[src/rtl/wsc_pkg.sv]
package wsc_pkg;
  typedef enum logic [1:0] {
    ST_OFF     = 2'd0,
    ST_RESTORE = 2'd1,
    ST_RUN     = 2'd2
  } wsc_state_e;
endpackage

[src/rtl/wsc_settle_timer.sv]
module wsc_settle_timer #(
  parameter int DELAY_TICKS = 500
) (
  input  logic clk,
  input  logic rst_n,
  input  logic clr,
  input  logic run,
  input  logic tick,
  output logic expired
);
  localparam int CW = $clog2(DELAY_TICKS + 1);
  localparam logic [CW-1:0] LIMIT = CW'(DELAY_TICKS);

  logic [CW-1:0] cnt_q;

  always_ff @(posedge clk or negedge rst_n) begin
    if (!rst_n) begin
      cnt_q <= '0;
    end else if (clr) begin
      cnt_q <= '0;
    end else if (run && tick && (cnt_q != LIMIT)) begin
      cnt_q <= cnt_q + 1'b1;
    end
  end

  assign expired = (cnt_q == LIMIT);
endmodule

[src/rtl/wsc_save_policy.sv]
module wsc_save_policy #(
  parameter int POS_W     = 6,
  parameter int TRACK_BIT = 3
) (
  input  logic             clk,
  input  logic             rst_n,
  input  logic             abort,
  input  logic             restore_ld,
  input  logic [POS_W-1:0] restore_val,
  input  logic             change,
  input  logic [POS_W-1:0] new_pos,
  input  logic             busy,
  input  logic             launch,
  input  logic             done_evt,
  input  logic [POS_W-1:0] done_val,
  input  logic [POS_W-1:0] live_next,
  output logic             pending
);
  logic [POS_W-1:0] ref_q;
  logic             first_q;
  logic             pend_q;

  always_ff @(posedge clk or negedge rst_n) begin
    if (!rst_n) begin
      ref_q   <= '0;
      first_q <= 1'b0;
      pend_q  <= 1'b0;
    end else if (abort) begin
      first_q <= 1'b0;
      pend_q  <= 1'b0;
    end else if (restore_ld) begin
      ref_q   <= restore_val;
      first_q <= 1'b1;
      pend_q  <= 1'b0;
    end else if (done_evt) begin
      ref_q   <= done_val;
      first_q <= 1'b0;
      pend_q  <= (live_next[TRACK_BIT] != done_val[TRACK_BIT]);
    end else if (launch) begin
      pend_q  <= 1'b0;
    end else if (change && !busy) begin
      if (first_q) pend_q <= 1'b1;
      else         pend_q <= (new_pos[TRACK_BIT] != ref_q[TRACK_BIT]);
    end
  end

  assign pending = pend_q;
endmodule

[src/rtl/wsc_sat_counter.sv]
module wsc_sat_counter #(
  parameter int W = 16
) (
  input  logic         clk,
  input  logic         rst_n,
  input  logic         inc,
  output logic [W-1:0] count
);
  always_ff @(posedge clk or negedge rst_n) begin
    if (!rst_n)                     count <= '0;
    else if (inc && (count != '1))  count <= count + 1'b1;
  end
endmodule

[src/rtl/wiper_save_ctrl.sv]
module wiper_save_ctrl
  import wsc_pkg::*;
#(
  parameter int POS_W       = 6,
  parameter int TRACK_BIT   = 3,
  parameter int DELAY_TICKS = 500,
  parameter int WCNT_W      = 16
) (
  input  logic              clk,
  input  logic              rst_n,
  input  logic              tick,
  input  logic              pwr_good,
  input  logic              pos_valid,
  output logic              pos_ready,
  input  logic [POS_W-1:0]  pos_data,
  output logic [POS_W-1:0]  wiper_pos,
  output logic              nv_rd_req,
  input  logic              nv_rd_done,
  input  logic [POS_W-1:0]  nv_rdata,
  output logic              nv_req,
  output logic [POS_W-1:0]  nv_wdata,
  input  logic              nv_done,
  output logic [WCNT_W-1:0] wr_count
);
  wsc_state_e       state_q;
  logic [POS_W-1:0] wiper_q;
  logic [POS_W-1:0] wdata_q;
  logic             req_q;

  logic             accept, change, done_evt, restore_ld, launch;
  logic             pending, expired, timer_clr, timer_run;
  logic [POS_W-1:0] live_next;

  assign pos_ready  = (state_q == ST_RUN);
  assign nv_rd_req  = (state_q == ST_RESTORE);
  assign accept     = pos_valid && pos_ready && pwr_good;
  assign change     = accept && (pos_data != wiper_q);
  assign live_next  = accept ? pos_data : wiper_q;
  assign done_evt   = req_q && nv_done && pwr_good;
  assign restore_ld = (state_q == ST_RESTORE) && nv_rd_done && pwr_good;
  assign launch     = (state_q == ST_RUN) && pwr_good && pending &&
                      !req_q && expired && !change;
  assign timer_clr  = change || done_evt || launch || restore_ld || !pwr_good;
  assign timer_run  = pending && !req_q;

  always_ff @(posedge clk or negedge rst_n) begin
    if (!rst_n) begin
      state_q <= ST_OFF;
      wiper_q <= '0;
      wdata_q <= '0;
      req_q   <= 1'b0;
    end else if (!pwr_good) begin
      state_q <= ST_OFF;
      wiper_q <= '0;
      req_q   <= 1'b0;
    end else begin
      unique case (state_q)
        ST_OFF:     state_q <= ST_RESTORE;
        ST_RESTORE: if (nv_rd_done) begin
                      state_q <= ST_RUN;
                      wiper_q <= nv_rdata;
                    end
        ST_RUN:     wiper_q <= live_next;
        default:    state_q <= ST_OFF;
      endcase
      if (launch) begin
        req_q   <= 1'b1;
        wdata_q <= wiper_q;
      end else if (done_evt) begin
        req_q   <= 1'b0;
      end
    end
  end

  wsc_save_policy #(.POS_W(POS_W), .TRACK_BIT(TRACK_BIT)) u_policy (
    .clk(clk), .rst_n(rst_n), .abort(!pwr_good),
    .restore_ld(restore_ld), .restore_val(nv_rdata),
    .change(change), .new_pos(pos_data), .busy(req_q),
    .launch(launch), .done_evt(done_evt), .done_val(wdata_q),
    .live_next(live_next), .pending(pending)
  );

  wsc_settle_timer #(.DELAY_TICKS(DELAY_TICKS)) u_timer (
    .clk(clk), .rst_n(rst_n), .clr(timer_clr), .run(timer_run),
    .tick(tick), .expired(expired)
  );

  wsc_sat_counter #(.W(WCNT_W)) u_wcnt (
    .clk(clk), .rst_n(rst_n), .inc(done_evt), .count(wr_count)
  );

  assign wiper_pos = wiper_q;
  assign nv_req    = req_q;
  assign nv_wdata  = wdata_q;
endmodule

[config.mk]
export PLATFORM = sky130hd
export DESIGN_NAME = wiper_save_ctrl
export DESIGN_NICKNAME = d
export VERILOG_FILES = /design/src/rtl/wsc_pkg.sv /design/src/rtl/wsc_settle_timer.sv /design/src/rtl/wsc_save_policy.sv /design/src/rtl/wsc_sat_counter.sv /design/src/rtl/wiper_save_ctrl.sv
export SDC_FILE = /design/constraint.sdc
export NUM_CORES = 1
export LEC_CHECK = 0
export ABC_AREA = 1
export BUFFER_PORTS_ARGS = -buffer_cell sky130_fd_sc_hd__buf_4
export CORE_MARGIN = 1
export CORE_UTILIZATION = 40
export DETAILED_ROUTE_END_ITERATION = 6
export HOLD_SLACK_MARGIN = 0.06
export PLACE_DENSITY_LB_ADDON = 0.12
export SLEW_MARGIN = 30
export SYNTH_ARGS = -nofsm -noshare
export SYNTH_HDL_FRONTEND = slang
export SYNTH_HIERARCHICAL = 1
export SYNTH_SLANG_ARGS = --single-unit
[constraint.sdc]
create_clock -name clk -period 5.8 [get_ports clk]
set_clock_uncertainty 0.15 [all_clocks]
set_input_delay 1.16 -clock clk [delete_from_list [all_inputs] [get_ports clk]]
set_output_delay 1.16 -clock clk [all_outputs]
set_load 0.1 [all_outputs]
---- Yosys cells after proc, flatten, opt, wreduce, memory -nomap -nowiden ----
Cells that the tools add are included.
storage, ports and cells
  register bits after elaboration ......... 46
  bits of input ports ..................... 19
  output and inout port bits .............. 31
cells by class
  add/sub/neg operators ................... 2
  equality and inequality tests ........... 15
  muxes and demuxes ....................... 22
  reductions and logical operators ........ 32
operators by type and width
  operator                 number
  $mux W6                  3
  $mux W9                  2
  $logic_and A1 B1 Y1      17
  $add A16 B1 Y16 const B  1
  $ne A16 B16 Y1 const B   1
  $pmux W6 S2              1
  $mux W1                  11
  $add A9 B1 Y9 const B    1
  $eq A9 B9 Y1 const B     1
  $ne A3 B1 Y1 const B     3
  $ne A9 B9 Y1 const B     1
  $mux W4                  2
  $reduce_and A2 Y1        4
  $ne A3 B2 Y1 const B     2
  $ne A6 B6 Y1             1
  $pmux W2 S3              1
  $ne A5 B1 Y1 const B     1
  $logic_or A1 B1 Y1       4
  $mux W2                  2
  $reduce_bool A2 Y1       2
  $logic_not A1 Y1         3
  $reduce_and A3 Y1        1
  $eq A2 B1 Y1 const B     1
  $eq A2 B2 Y1 const B     1
  other kinds (3)          4

---- Logic depth before layout (Yosys ltp) ----
Gate-level depths: netlist (run 1).
  depth after elaboration ................. 10
  gate-level depth with buffers ........... 13
  depth with buffers taken out ............ 13

---- Modules after synthesis ----
Netlist (run 1), hierarchy kept.
modules (own cells, without submodules)
  module            instances  cells each  area each (um^2)  seq. area each (um^2)
  wsc_sat_counter   1          149         1058.5            400.4
  wiper_save_ctrl   1          136         949.7             375.4
  wsc_settle_timer  1          85          588.1             225.2
  wsc_save_policy   1          30          198.9             75.1

---- Least setup slack after synthesis (run 1) ----
Ideal clock, no wire load.
  path kind ............................... input to register
  start ................................... input port pwr_good
  end ..................................... register u_timer.cnt_q[7]
  library setup time ...................... 0.118 ns
  arrival time ............................ 2.208 ns
  data required time ...................... 5.532 ns
  slack ................................... 3.324 ns
  stages on the path ...................... 11
  path buffers ............................ 0
  cell sequence ........................... inv_2 > nor2_8 > nand2_4 > inv_1 > nand2_2 > nand3_1 > inv_1 > nand2_4 > clkinv_2 > nand2_1 > nand2_1
between the ends
  word-level cells in the longest chain between the ends .. 9
RTL lines
  what                                                  RTL line                source
  from (decl)                                           wiper_save_ctrl.sv:12   input logic pwr_good,
  $logic_and A1 B1 Y1 (3 in series)                     wiper_save_ctrl.sv:41   assign launch = (state_q == ST_RUN) && pwr_good && pending &&
  $logic_and A1 B1 Y1 (2 in series)                     wiper_save_ctrl.sv:42   !req_q && expired && !change;
  $logic_or A1 B1 Y1 (2 in series)                      wiper_save_ctrl.sv:43   assign timer_clr = change || done_evt || launch || restore_ld || !pwr_good;
  $logic_or A1 B1 Y1 *                                  wiper_save_ctrl.sv:43
  net timer_clr                                         wiper_save_ctrl.sv:31   logic pending, expired, timer_clr, timer_run;
  $mux W9 / $reduce_bool A2 Y1 (equally long branches)  n/a
  to (signal assigned)                                  wsc_settle_timer.sv:22  cnt_q <= cnt_q + 1'b1;
  to (decl)                                             wsc_settle_timer.sv:14  logic [CW-1:0] cnt_q;
The timed path passes the listed nets; every way through them passes the cells marked *.
A chain may end at the register's enable or synchronous reset.

---- Final worst setup path (run 1) ----
Same ends and word-level chain as after synthesis.

==> results.md, run 1 <==
Outcome:
- The flow ran to the end, and the final reports show no timing, DRC or antenna violations.

CTS:
- The total of hold buffers inserted after clock tree synthesis is 0.
- The clock net sink count is 43.
- For the worst-skew pair, the clock arrives at the later sink with an insertion delay of about 300 ps.
- The worst-case clock buffer depth is 2.
- The CTS tree is yes.
- The H-tree generated during clock tree synthesis spans 2 levels.
- The root buffer cell is sky130_fd_sc_hd__clkbuf_8.
- The number of clock buffers inserted by TritonCTS is 5.
- The count of buffers added by post-CTS timing repair for setup is 0.
- The clock slew seen by the registers of the worst setup and hold paths is 80 ps.
- Once the clock tree was built, the resizer swapped 0 gates to a different size.

Yosys:
- The mapped netlist covers around 2800 um^2.
- Counting every net in the synthesized netlist gives 422.
- A synthesized cell averages 6.988 um^2.
- Yosys printed 6 warnings.
- The synthesized netlist cell count is 400.
- The count of unique library cells instantiated by Yosys is 25.
- The number of synthesized register bits is 43.
- The sequential-to-total area share from yosys stat is 38.50%.

Detailed routing:
- The average vias per placed instance is 4.788.
- The initial DRC count is between 80 and 90.
- The remaining number of nets flagged by the antenna check after routing is 0.
- Dividing the detail-routed wire length by the instance count gives ~12 um.
- The first detailed-routing pass ran for 4 iterations.
- The routed via count is 2,557.
- The detailed-route wire length is approximately 6400 um.
- In the routed design, unresolved DRC markers number 0.

Placed design:
- Input and output buffers added on the ports amount to 49.
- The cell area after placement is around 3200 um^2.
- After legalization and detailed placement, the total HPWL measured between 4000 and 5000 um.
- The number of placed cells counting well taps is 526.
- The post-placement worst setup slack is ~2900 ps.
- At the end of routability-driven placement, the weighted congestion stood at just over 0.8.

Pwr:
- The power per standard cell area is 214.4 nW/um^2.
- The internal power component is a little over 0.5 mW.
- The leakage power summed over all cells is 1.752 nW.
- The part of the total power dissipated in the clock network is 39.2%.
- The net load switching power is 0.2084 mW.
- Net switching is 28.91% of the power.
- The sequential share of power is roughly 44%.
- The combinational fraction of design power is 16.8%.
- VDD sags by at most 0.0001952 V.

Cells and area:
- The final cell count without fillers is 534.
- The number of antenna diodes in the final layout is 0.
- Cells with a size suffix above 1 make up a little over a fifth of the layout.
- The area growth from synthesis to layout is 20.28%.
- For this run, the post-layout net count is around 480.
- Measured on the finished design, the core utilization comes to 49.76%.
- The final non-filler cell area is between 3000 and 4000 um^2.

Timing:
- Of the available clock period, the critical path in the final layout requires 45.35%.
- The smallest setup slack after layout is approximately 3200 ps.
- The minimum clock period is 2630 ps.
- The slew of the pin with the lowest slew margin is 569.4 ps.
- The final count of hold timing violations was 0.
- Setup repair after global routing left no endpoint under its margin.
- The number of max-slew violations in the final report came to 0.
- The worst max-slew margin expressed relative to the limit is 62.04%.
- Setup violations remaining at the end of the flow were counted as 0.
- Summed over all failing endpoints, the final setup total negative slack is 0 ps.
- The peak clock frequency supported by timing is 380.2 MHz.

Flow run:
- The number of max-cap violations is 0.

Setup path:
- Of all nets on the critical path, the largest fanout is 13.
- The critical path launch point type is an input port.
- In this design, the stage delay of the slowest critical-path cell is 250 ps.
- The data required time of the critical path is slightly below 6000 ps.
- Traced cell by cell, the critical path runs through buf_4 -> inv_2 -> nor2_8 -> nand2_4 -> inv_1 -> nand2_2 -> nand3_1 -> inv_1 -> nand2_4 -> clkinv_2 -> nand2_1 -> nand2_1.
- The classification of the worst setup path is input port to flop.
- The cell with the biggest individual delay on the critical path is sky130_fd_sc_hd__inv_1.
- The endpoint arrival time on the critical path is 2720 ps.
- The combined buffer and inverter count along the critical path is 5.
- Grouping stages by cell kind, the critical path spends the most delay in simple AND/OR/NAND/NOR gates.
- STA classifies the critical path endpoint as a flop.

Global routing:
- Entering global routing, the biggest net connects 44 pins.
- Global routing finished with a remaining overflow of 0.
- The aggregate global-route resource usage is between 10% and 20%.
- The initial antenna violation count is 0.
- The first-pass GRT wire length is 10,820 um.
- The number of global-route vias before repair is roughly 2,400.

Floorplanning:
- Once the floorplan was initialized, standard cells occupied slightly above 40% of the core.
- The die width is 85.60 um.
- The core region is 6756 um^2.
- After floorplanning, the core was divided into 30 placement rows.
- The die covers 7327 um^2.
- The height of the chip is 85.60 um.
- 50 I/O pins were placed.

Hold path:
- The worst hold path belongs to the class flop to flop.
[layer usage]
layer | GRT usage (%) | part of all wire [%]
met5 | 0 | 0
met4 | 4.697 | 0.64
met3 | 4.620 | 3.8
met2 | 31.49 | 47
met1 | 24.03 | 48
[cell families after synthesis]
family | count (synthesis) | synth area share, %
AO/OA/AOI/OAI | 42 | 9.848
XOR/XNOR | 8 | 2.507
adder cells (fa/ha/maj) | 3 | 1.343
buffers and inverters | 59 | 8.773
flip-flops | 43 | 38.50
AND/OR/NAND/NOR | 245 | 39.03
[registers in the layout, indices dropped and copies added, names as in the netlist]
signal and cells:
u_wcnt/count 16, u_timer/cnt_q 9, nv_wdata 6, wiper_pos 6, state_q 2, nv_req 1, u_policy/first_q 1, u_policy/pending 1
u_policy/ref_q 1
[metrics by stage]
stage	power [mW]	hold slack, ps
floorplan	0.4071	299.6
global placement	0.4447	316.9
detailed placement	0.4454	315.2
CTS	0.7327	334.2
global route	0.7535	362.3
finish	0.7209	332.5
[placed cells by master (no fill, tap or decap), drive strengths merged, types with 2 or more instances in the layout]
cell type	instances
xnor2	6
nand4	8
inv	55
clkbuf	6
nand3	23
nand2	162
xor2	2
buf	49
bufinv	2
nor2	49
ha	3
o21ai	27
nor3	3
dfrtp	43
a21oi	13
[cells in the mapped netlist]
library cell | instances | area (um^2)
sky130_fd_sc_hd__nor2_4 | 5 | 56.30
sky130_fd_sc_hd__nor2_8 | 1 | 20.02
sky130_fd_sc_hd__o21ai_2 | 8 | 70.07
sky130_fd_sc_hd__dfrtp_1 | 43 | 1076
sky130_fd_sc_hd__inv_1 | 52 | 195.2
sky130_fd_sc_hd__inv_2 | 3 | 11.26
sky130_fd_sc_hd__nand4_1 | 7 | 43.79
sky130_fd_sc_hd__a21oi_2 | 8 | 70.07
sky130_fd_sc_hd__clkinv_2 | 1 | 5.000
sky130_fd_sc_hd__ha_1 | 3 | 37.54
sky130_fd_sc_hd__nand2_4 | 2 | 22.52
sky130_fd_sc_hd__nand3_1 | 23 | 115.1
sky130_fd_sc_hd__nand2_1 | 151 | 566.8
sky130_fd_sc_hd__o21ai_0 | 19 | 95.09
sky130_fd_sc_hd__xnor2_1 | 6 | 52.55
sky130_fd_sc_hd__xor2_1 | 2 | 17.52
sky130_fd_sc_hd__nor2_2 | 5 | 31.28
sky130_fd_sc_hd__a21oi_1 | 5 | 25.02
sky130_fd_sc_hd__buf_6 | 3 | 33.78
sky130_fd_sc_hd__nand2_2 | 9 | 56.30
sky130_fd_sc_hd__a211oi_1 | 1 | 7.510
sky130_fd_sc_hd__o21bai_1 | 1 | 7.510
sky130_fd_sc_hd__nor2_1 | 38 | 142.6
sky130_fd_sc_hd__nor3_1 | 3 | 15.01
sky130_fd_sc_hd__nand4_4 | 1 | 21.27
[worst register-to-register path, cell delays in order, from the launching register on]
cell                       delay, ps
sky130_fd_sc_hd__dfrtp_1         400
sky130_fd_sc_hd__inv_1           120
sky130_fd_sc_hd__ha_1            160
sky130_fd_sc_hd__nand2_1          50
sky130_fd_sc_hd__nor2_2          150
sky130_fd_sc_hd__nand2_2          80
sky130_fd_sc_hd__inv_1            70
sky130_fd_sc_hd__nand3_1         100
sky130_fd_sc_hd__nand3_1         220
sky130_fd_sc_hd__inv_1           180
sky130_fd_sc_hd__nand2_4         140
sky130_fd_sc_hd__clkinv_2        110
sky130_fd_sc_hd__nand2_1          70
sky130_fd_sc_hd__nand2_1          50
[path summary, 6_finish.rpt]
check,startpoint,endpoint,slack [ps],depth (start not counted)
min in group asynchronous,rst_n,u_wcnt/count[12],700,1
hold / removal,state_q[0],state_q[0],330,1
setup / recovery,pwr_good,u_timer/cnt_q[7],3170,12
setup reg to reg,u_timer/cnt_q[0],u_timer/cnt_q[7],3660,13
max in group asynchronous,rst_n,u_timer/cnt_q[8],4410,1
hold reg to reg,state_q[0],state_q[0],330,1
[area by class of cell]
cell class / count / area (um^2)
Timing Repair Buffer: 49 / 367.9
Multi-Input combinational cell: 298 / 1474
Clock buffer: 6 / 72.57
Clock inverter: 2 / 60.06
Inverter: 56 / 211.5
Sequential cell: 43 / 1076
Fill cell: 683 / 3395
Tap cell: 80 / 100.1
[power by group through the flow]
stage          clock [mW]  combinational (mW)  sequential [mW]
3_5_place_dp            0               0.122            0.323
6_report            0.282               0.121            0.318
2_1_floorplan           0              0.0510            0.356
3_3_place_gp            0               0.121            0.323
4_1_cts             0.293               0.122            0.317
5_1_grt             0.302               0.132            0.319
Note: power is estimated with default switching activity, not from simulation.
==> run 2, diff against run 1 <==
--- a/config.mk
+++ b/config.mk
@@ -5,7 +5,7 @@
 export SDC_FILE = /design/constraint.sdc
 export NUM_CORES = 1
 export LEC_CHECK = 0
-export ABC_AREA = 1
+export ABC_AREA = 0
 export BUFFER_PORTS_ARGS = -buffer_cell sky130_fd_sc_hd__buf_4
 export CORE_MARGIN = 1
 export CORE_UTILIZATION = 40
==> constraint.sdc (replaced) <==
create_clock -name clk -period 2.1 [get_ports clk]
set_clock_uncertainty 0.15 [all_clocks]
set_input_delay 0.42 -clock clk [delete_from_list [all_inputs] [get_ports clk]]
set_output_delay 0.42 -clock clk [all_outputs]
set_load 0.1 [all_outputs]
==> results.md, run 2 <==
Cells and area:
- The repair_antennas step left the layout with diodes totalling 0.
- The register bank with the most flops is u_wcnt/count.
- Cells with a size suffix above 1 make up 53.07% of the layout.
- Fill cells in the final layout number around 480.
- The footprint of the multi-input gates is 1366 um^2.
- In the final layout, the registers with the most flip-flops are u_wcnt/count: 16 flops, u_timer/cnt_q: 9 flops.
- The area growth from synthesis to layout is 44.96%.
- Across the whole layout, storage elements account for 1115 um^2.
- The final cell count without fillers is 381.
- The most common cell after layout, fill and taps aside is sky130_fd_sc_hd__buf_4.
- The register with the most flip-flops in the layout has 16 of them.
- The final non-filler cell area is 3381 um^2.
- In the layout the commonest cells are 79 x sky130_fd_sc_hd__buf_4, 20 x sky130_fd_sc_hd__dfrtp_1, 19 x sky130_fd_sc_hd__dfrtp_2.
- The post-layout net count is 330.
- Cells fill approximately three fifths of the core in the end.

Detailed routing:
- The average wire length per cell after detail routing is 14.62 um.
- The average vias per placed instance is about 5.4.
- The detailed-route wire length is around 5600 um.
- For this run, design rule violations remaining after detail routing come to 0.
- Across all layers, the routed design uses 2,071 vias.
- Before antenna repair, the detailed router went through 4 iterations.
- Once detail routing completed, the nets flagged for antenna violations numbered 0.
- After the first detailed-routing iteration, the DRC count stood at 46.

Global routing:
- The first-pass GRT wire length is 9094 um.
- The met2 capacity usage during global routing is 29.47%.
- The aggregate global-route resource usage is a little under a fifth.
- The largest net degree at the start of global routing is between 40 and 50.
- The number of global-route vias before repair is 1,928.
- In the global route stage, met3 resource usage came out at 4.070%.
- The final global-route overflow total is 0.
- For this run, global-route usage on met1 was measured as between 20% and 30%.
- The initial antenna violation count is 0.
- The global routing's busiest layer is met2.

Timing:
- The post-route fraction of the period consumed by the critical path is 110.6%.
- The final count of hold timing violations is 0.
- For the pin with the worst max-slew slack, the measured transition is between 500 and 600 ps.
- The peak clock frequency supported by timing is ~430 MHz.
- The total setup violations reported at the end of the flow is 17.
- The final setup TNS is -2299 ps.
- The smallest clock period supported by the final layout is computed as between 2000 and 2500 ps.
- The number of max-slew violations in the final report came to 0.
- Setup repair after global routing could not meet its margin everywhere.
- The worst pin sits at a relative slew slack of 62.91%.
- Setup slack on the critical path of the routed design comes to -222.1 ps.

CTS:
- The root buffer cell is sky130_fd_sc_hd__clkbuf_8.
- The CTS H-tree depth is 2.
- Clock latency on the worst-skew pair, taken at its later pin, is 300 ps.
- Clock-pin slew was measured on the worst setup and hold paths at 80 ps.
- The number of clock buffers inserted by TritonCTS is 5.
- The worst-case clock buffer depth is 2.
- TritonCTS built the clock tree.
- The clock net in this run drives a total of 43 sinks.

Placed design:
- The number of placed cells counting well taps is 364.
- Routability-driven placement finished with a final weighted congestion of 0.7645.
- The detailed-placement wirelength estimate is approximately 3900 um.
- Summing all placed instances gives a cell area of 3063 um^2.
- The quantity of I/O buffers inserted on ports is 49.

Floorplanning:
- The die width is 78.36 um.
- The die outline area is 6140 um^2.
- The effective utilization at floorplan is 41.84%.
- The height of the chip is 78.36 um.
- The region available for standard cell placement spans 5574 um^2.
- The number of rows created at floorplan is 27.
- The count of pins on the block boundary is 50.

Yosys:
- For this run, the number of Yosys warnings is 6.
- After technology mapping, the gate count stands at 218.
- The number of nets in the synthesized netlist is 240.
- The cell area after synthesis is 2332 um^2.
- The post-synthesis area per instance is 10.70 um^2.

Hold path:
- The type of the worst min-delay path is input port to flop.

Setup path:
- Setup slack on the worst reg-to-reg path comes out at -220 ps.
- The data required time of the critical path is approximately 2100 ps.
- The endpoint arrival time on the critical path is 2360 ps.
- The worst setup path is of the flop to flop kind.
- In this run the worst path has a maximum fanout of 2.
- For this run, the slowest stage of the critical path takes between 500 and 600 ps.
- The cell with the biggest individual delay on the critical path is sky130_fd_sc_hd__or4_4.
- The worst setup path is captured at a flop.
- Traced cell by cell, the critical path runs through inv_2 -> ha_4 -> and4b_1 -> and2_4 -> nand3b_1 -> nor2_2 -> or4_4 -> or2_4 -> o41ai_2.
- STA classifies the critical path startpoint as a flop.

Flow run:
- The number of max-cap violations is 0.

Pwr:
- The power after layout is 1.830 mW.
- The net load switching power is just over 0.5 mW.
- For this design the static power due to leakage is 1.542 nW.
- The internal power component is 1.317 mW.
- The part of the total power dissipated in the clock network is 35.1%.
- IR analysis of the VDD net gives a maximum drop of 0.0004290 V.
- Per report_power, the sequential group accounts for 47.2% of the total.
- The power per standard cell area is about 540 nW/um^2.
- In this run switching power makes up 28.03% of total power.
- The combinational fraction of design power is 17.7%.

Outcome:
- The checks that failed: negative setup slack.
- The flow ran to the end, but the final reports show violations.
-- run 2: worst paths after layout --
kind / startpoint / endpoint / cells past startpoint
max: u_timer/cnt_q[0] / u_timer/cnt_q[3] / 9
min: nv_rd_done / state_q[0] / 2
max reg2reg: u_timer/cnt_q[0] / u_timer/cnt_q[3] / 9
min reg2reg: u_wcnt/count[15] / u_wcnt/count[15] / 1
max in group asynchronous: rst_n / wiper_pos[3] / 2
min in group asynchronous: rst_n / u_timer/cnt_q[0] / 2
-- run 2: per-layer routing --
layer,vias up,routed length [um]
li1,998,-
met2,43,2627
met5,-,0
met4,0,51
met1,1023,2663
met3,7,229
-- run 2: power by group through the flow --
stage               Sequential, mW  Clock [mW]  Combinational [mW]
floorplan                    0.959           0               0.107
global placement             0.882           0               0.295
global route                 0.868       0.692               0.345
detailed placement           0.881           0               0.296
CTS                          0.865       0.666               0.303
finish                       0.865       0.642               0.323
-- run 2: repair_timing --
action / in CTS / in global routing
pin swaps: 1 / 4
hold buffers: 1 / 0
buffers inserted: 3 / 7
gates cloned: 0 / 0
hold endpoints to repair: 43 / 0
setup endpoints to repair: 16 / 17
gates resized for setup: 10 / 22
-- run 2: per-stage QoR --
| stage | hold WS, ps | worst slack, ps |
|---|---|---|
| 2_1_floorplan | -25.59 | -248.1 |
| 3_3_place_gp | 307.0 | -145.8 |
| 3_5_place_dp | 297.0 | -209.1 |
| 4_1_cts | 154.6 | -213.1 |
| 5_1_grt | 160.5 | -308.5 |
| 6_report | 162.2 | -222.1 |
-- run 2: critical path, delay by kind of cell, from the launching register on --
family	cells	cell delay (ps)
simple gates	6	1290
fa+ha+maj	1	150
compound gates	1	190
flops	1	370
buf+inv	1	60
-- run 2: final cells by class --
class,count,area share (%)
Clock inverter,3,1.295
Multi-Input combinational cell,164,40.41
Inverter,10,1.221
Timing Repair Buffer,84,19.39
Sequential cell,43,32.98
Clock buffer,5,2.036
Tap cell,72,2.665
==> run 3, diff against run 2 <==
--- a/config.mk
+++ b/config.mk
@@ -5,7 +5,7 @@
 export SDC_FILE = /design/constraint.sdc
 export NUM_CORES = 1
 export LEC_CHECK = 0
-export ABC_AREA = 0
+export ABC_AREA = 1
 export BUFFER_PORTS_ARGS = -buffer_cell sky130_fd_sc_hd__buf_4
 export CORE_MARGIN = 1
 export CORE_UTILIZATION = 40
==> results.md, run 3 (synthesis results as in run 1) <==
Timing:
- The final count of hold timing violations is 0.
- The number of max-slew violations in the final report is 0.
- The slew of the pin with the lowest slew margin is 553.3 ps.
- Setup violations remaining at the end of the flow were counted as 0.
- Setup repair after global routing left no endpoint under its margin.
- Summed over all failing endpoints, the final setup total negative slack is 0 ps.
- In this run the tightest slew margin relative to its limit is between 60% and 70%.
- The peak clock frequency supported by timing is 521.3 MHz.
- The minimum clock period is 1918 ps.
- Dividing the final minimum period by the clock period gives roughly nine tenths.

Detailed routing:
- The routed via count is 2,600.
- In this run the remaining antenna-violating nets after routing total 0.
- The average vias per placed instance is 4.797.
- The detailed-route wire length is around 6300 um.
- The average wire length per cell after detail routing is 11.54 um.
- The wire length the detailed router placed on met1 is a little under 3000 um.
- The detailed router used layers up to and including met4.
- Detailed routing placed a total of 252 um of wire on met3.
- The length of the first detailed-routing pass in iterations is 4.
- In this run, the number of DRC markers left after iteration 0 of detailed routing was 126.
- The number of DRC violations after detailed routing is 0.
- The routed design uses slightly below 3000 um of met2 wire.

Cells and area:
- The area growth from synthesis to layout is 21.67%.
- The post-route netlist has about a quarter of its cells at a drive strength greater than 1.
- More flip-flops sit in one register than any other, and that register is u_wcnt/count.
- The register with the most flip-flops in the layout has 16 of them.
- The library cells used most frequently in the layout, excluding fill and tap cells, are 151 x sky130_fd_sc_hd__nand2_1, 56 x sky130_fd_sc_hd__buf_4, 51 x sky130_fd_sc_hd__inv_1.
- The post-layout net count is between 400 and 500.
- The most common cell after layout, fill and taps aside is sky130_fd_sc_hd__nand2_1.
- The largest registers in the layout are u_wcnt/count: 16 flops, u_timer/cnt_q: 9 flops.
- The final cell count without fillers is 542.
- The number of diodes added for antenna fixing is 0.
- Cells fill 50.33% of the core in the end.

Outcome:
- The run finished with clean final reports.

Floorplanning:
- Once the floorplan was initialized, standard cells occupied 41.37% of the core.
- The region available for standard cell placement spans about 6800 um^2.
- 50 I/O pins were placed.
- The height of the chip is roughly 86 um.
- The number of rows created at floorplan is 30.
- The die width is 85.60 um.
- The die covers approximately 7300 um^2.

Global routing:
- The first global-routing pass estimated about 11,000 um of wire.
- The final global-route overflow total is 0.
- Entering global routing, the biggest net connects 44 pins.
- The initial antenna violation count is 0.
- Global routing used 18.50% of the available tracks.
- The number of global-route vias before repair is 2,382.

CTS:
- The worst-case clock buffer depth is 2.
- Buffers added to address setup during post-CTS repair amount to 0.
- In this run the number of H-tree levels came out at 2.
- The number of clock buffers added by TritonCTS is 5.
- After clock tree synthesis, the clock-pin slew on the worst setup and hold paths is approximately 80 ps.
- Counting every sink on the clock net gives 43.
- For the worst-skew pair, the clock arrives at the later sink with an insertion delay of 300 ps.
- CTS placed an instance of sky130_fd_sc_hd__clkbuf_8 at the clock tree root.
- The CTS tree is yes.

Pwr:
- IR analysis of the VDD net gives a maximum drop of 0.0003161 V.
- Summed over all cells, the static leakage comes to 1.749 nW.
- In this run the power density over the cells is 513.2 nW/um^2.

Setup path:
- The cell occurring most often along the worst timing path is sky130_fd_sc_hd__nand2_1.
- STA classifies the critical path startpoint as a flop.
- For this run, the slowest stage of the critical path takes 410 ps.
- STA puts the critical path data required time at 2140 ps.
- Walking the worst path, the cells encountered are inv_1 -> ha_1 -> nand2_1 -> nor2_2 -> nand2_2 -> inv_1 -> nand3_1 -> nand3_2 -> inv_2 -> nand2_4 -> clkinv_2 -> nand2_1 -> nand2_1.
- Data on the critical path arrives at its endpoint at 1960 ps.
- By startpoint and endpoint, the worst setup path is classified as flop to flop.
- The endpoint type of the worst setup path is a flop.
- The largest driver fanout on the critical path is 7.
- For this design, the slowest cell found on the critical path is sky130_fd_sc_hd__dfrtp_1.
- Counting cells, the worst reg-to-reg path comes to 13.

Hold path:
- The path class of the tightest hold or removal check is input port to flop.
- The worst hold path passes through 2 cells.

Placed design:
- The count of buffers added on input and output ports is 49.
- The detailed-placement wirelength estimate is 4797 um.
- Including well taps, the total number of placed cells is about 530.
- Routability-driven placement finished with a final weighted congestion of 0.8499.

Flow run:
- The number of max-cap violations is 0.
[run 3: timing repair]
action,in CTS,in global routing
gates resized for setup,0,2
hold endpoints to repair,43,0
hold buffers,1,0
setup endpoints to repair,0,6
[run 3: final timing paths]
path | from | end | slack (ps)
worst max-delay path | u_timer/cnt_q[0] | u_timer/cnt_q[2] | 180
worst min-delay path | nv_rd_done | state_q[0] | 150
worst max register to register | u_timer/cnt_q[0] | u_timer/cnt_q[2] | 180
worst min register to register | state_q[1] | state_q[0] | 330
max in group asynchronous | rst_n | u_wcnt/count[5] | 890
min in group asynchronous | rst_n | u_wcnt/count[12] | 500
[run 3: worst max-delay path, delay by kind of cell, from the launching register on]
family	cells	cell delay [ps]
AND/OR/NAND/NOR	8	740
flip-flops	1	410
buffers and inverters	4	370
adder cells (fa/ha/maj)	1	150
[run 3: report_power, final]
| group | total (mW) | internal, mW | switching, mW |
|---|---|---|---|
| Sequential | 0.879 | 0.851 | 0.0279 |
| Clock | 0.527 | 0.233 | 0.294 |
| Combinational | 0.339 | 0.0964 | 0.242 |
[run 3: area by class of cell]
type,count,area (um^2)
fill,710,3356
clock inverter,2,12.51
multi-input combinational,298,1479
timing repair buffer,57,430.4
tap,80,100.1
sequential,43,1095
clock buffer,6,72.57
inverter,56,211.5
[run 3: metal layers]
layer  GRT usage [%]  vias to the layer above
li1                -                     1360
met1           24.85                     1186
met2           31.42                       49
met3           3.080                        5
met4           4.091                        0
met5               0                        -
[run 3: metrics by stage]
step	total power [mW]	instance area [um^2]	setup WS (ps)	hold WS (ps)
2_1_floorplan	1.127	2814	10.38	-25.59
3_3_place_gp	1.231	3301	121.0	309.4
3_5_place_dp	1.235	3301	113.5	309.4
4_1_cts	1.766	3396	102.3	144.9
5_1_grt	1.829	3401	28.93	161.1
6_report	1.745	3401	181.8	154.7
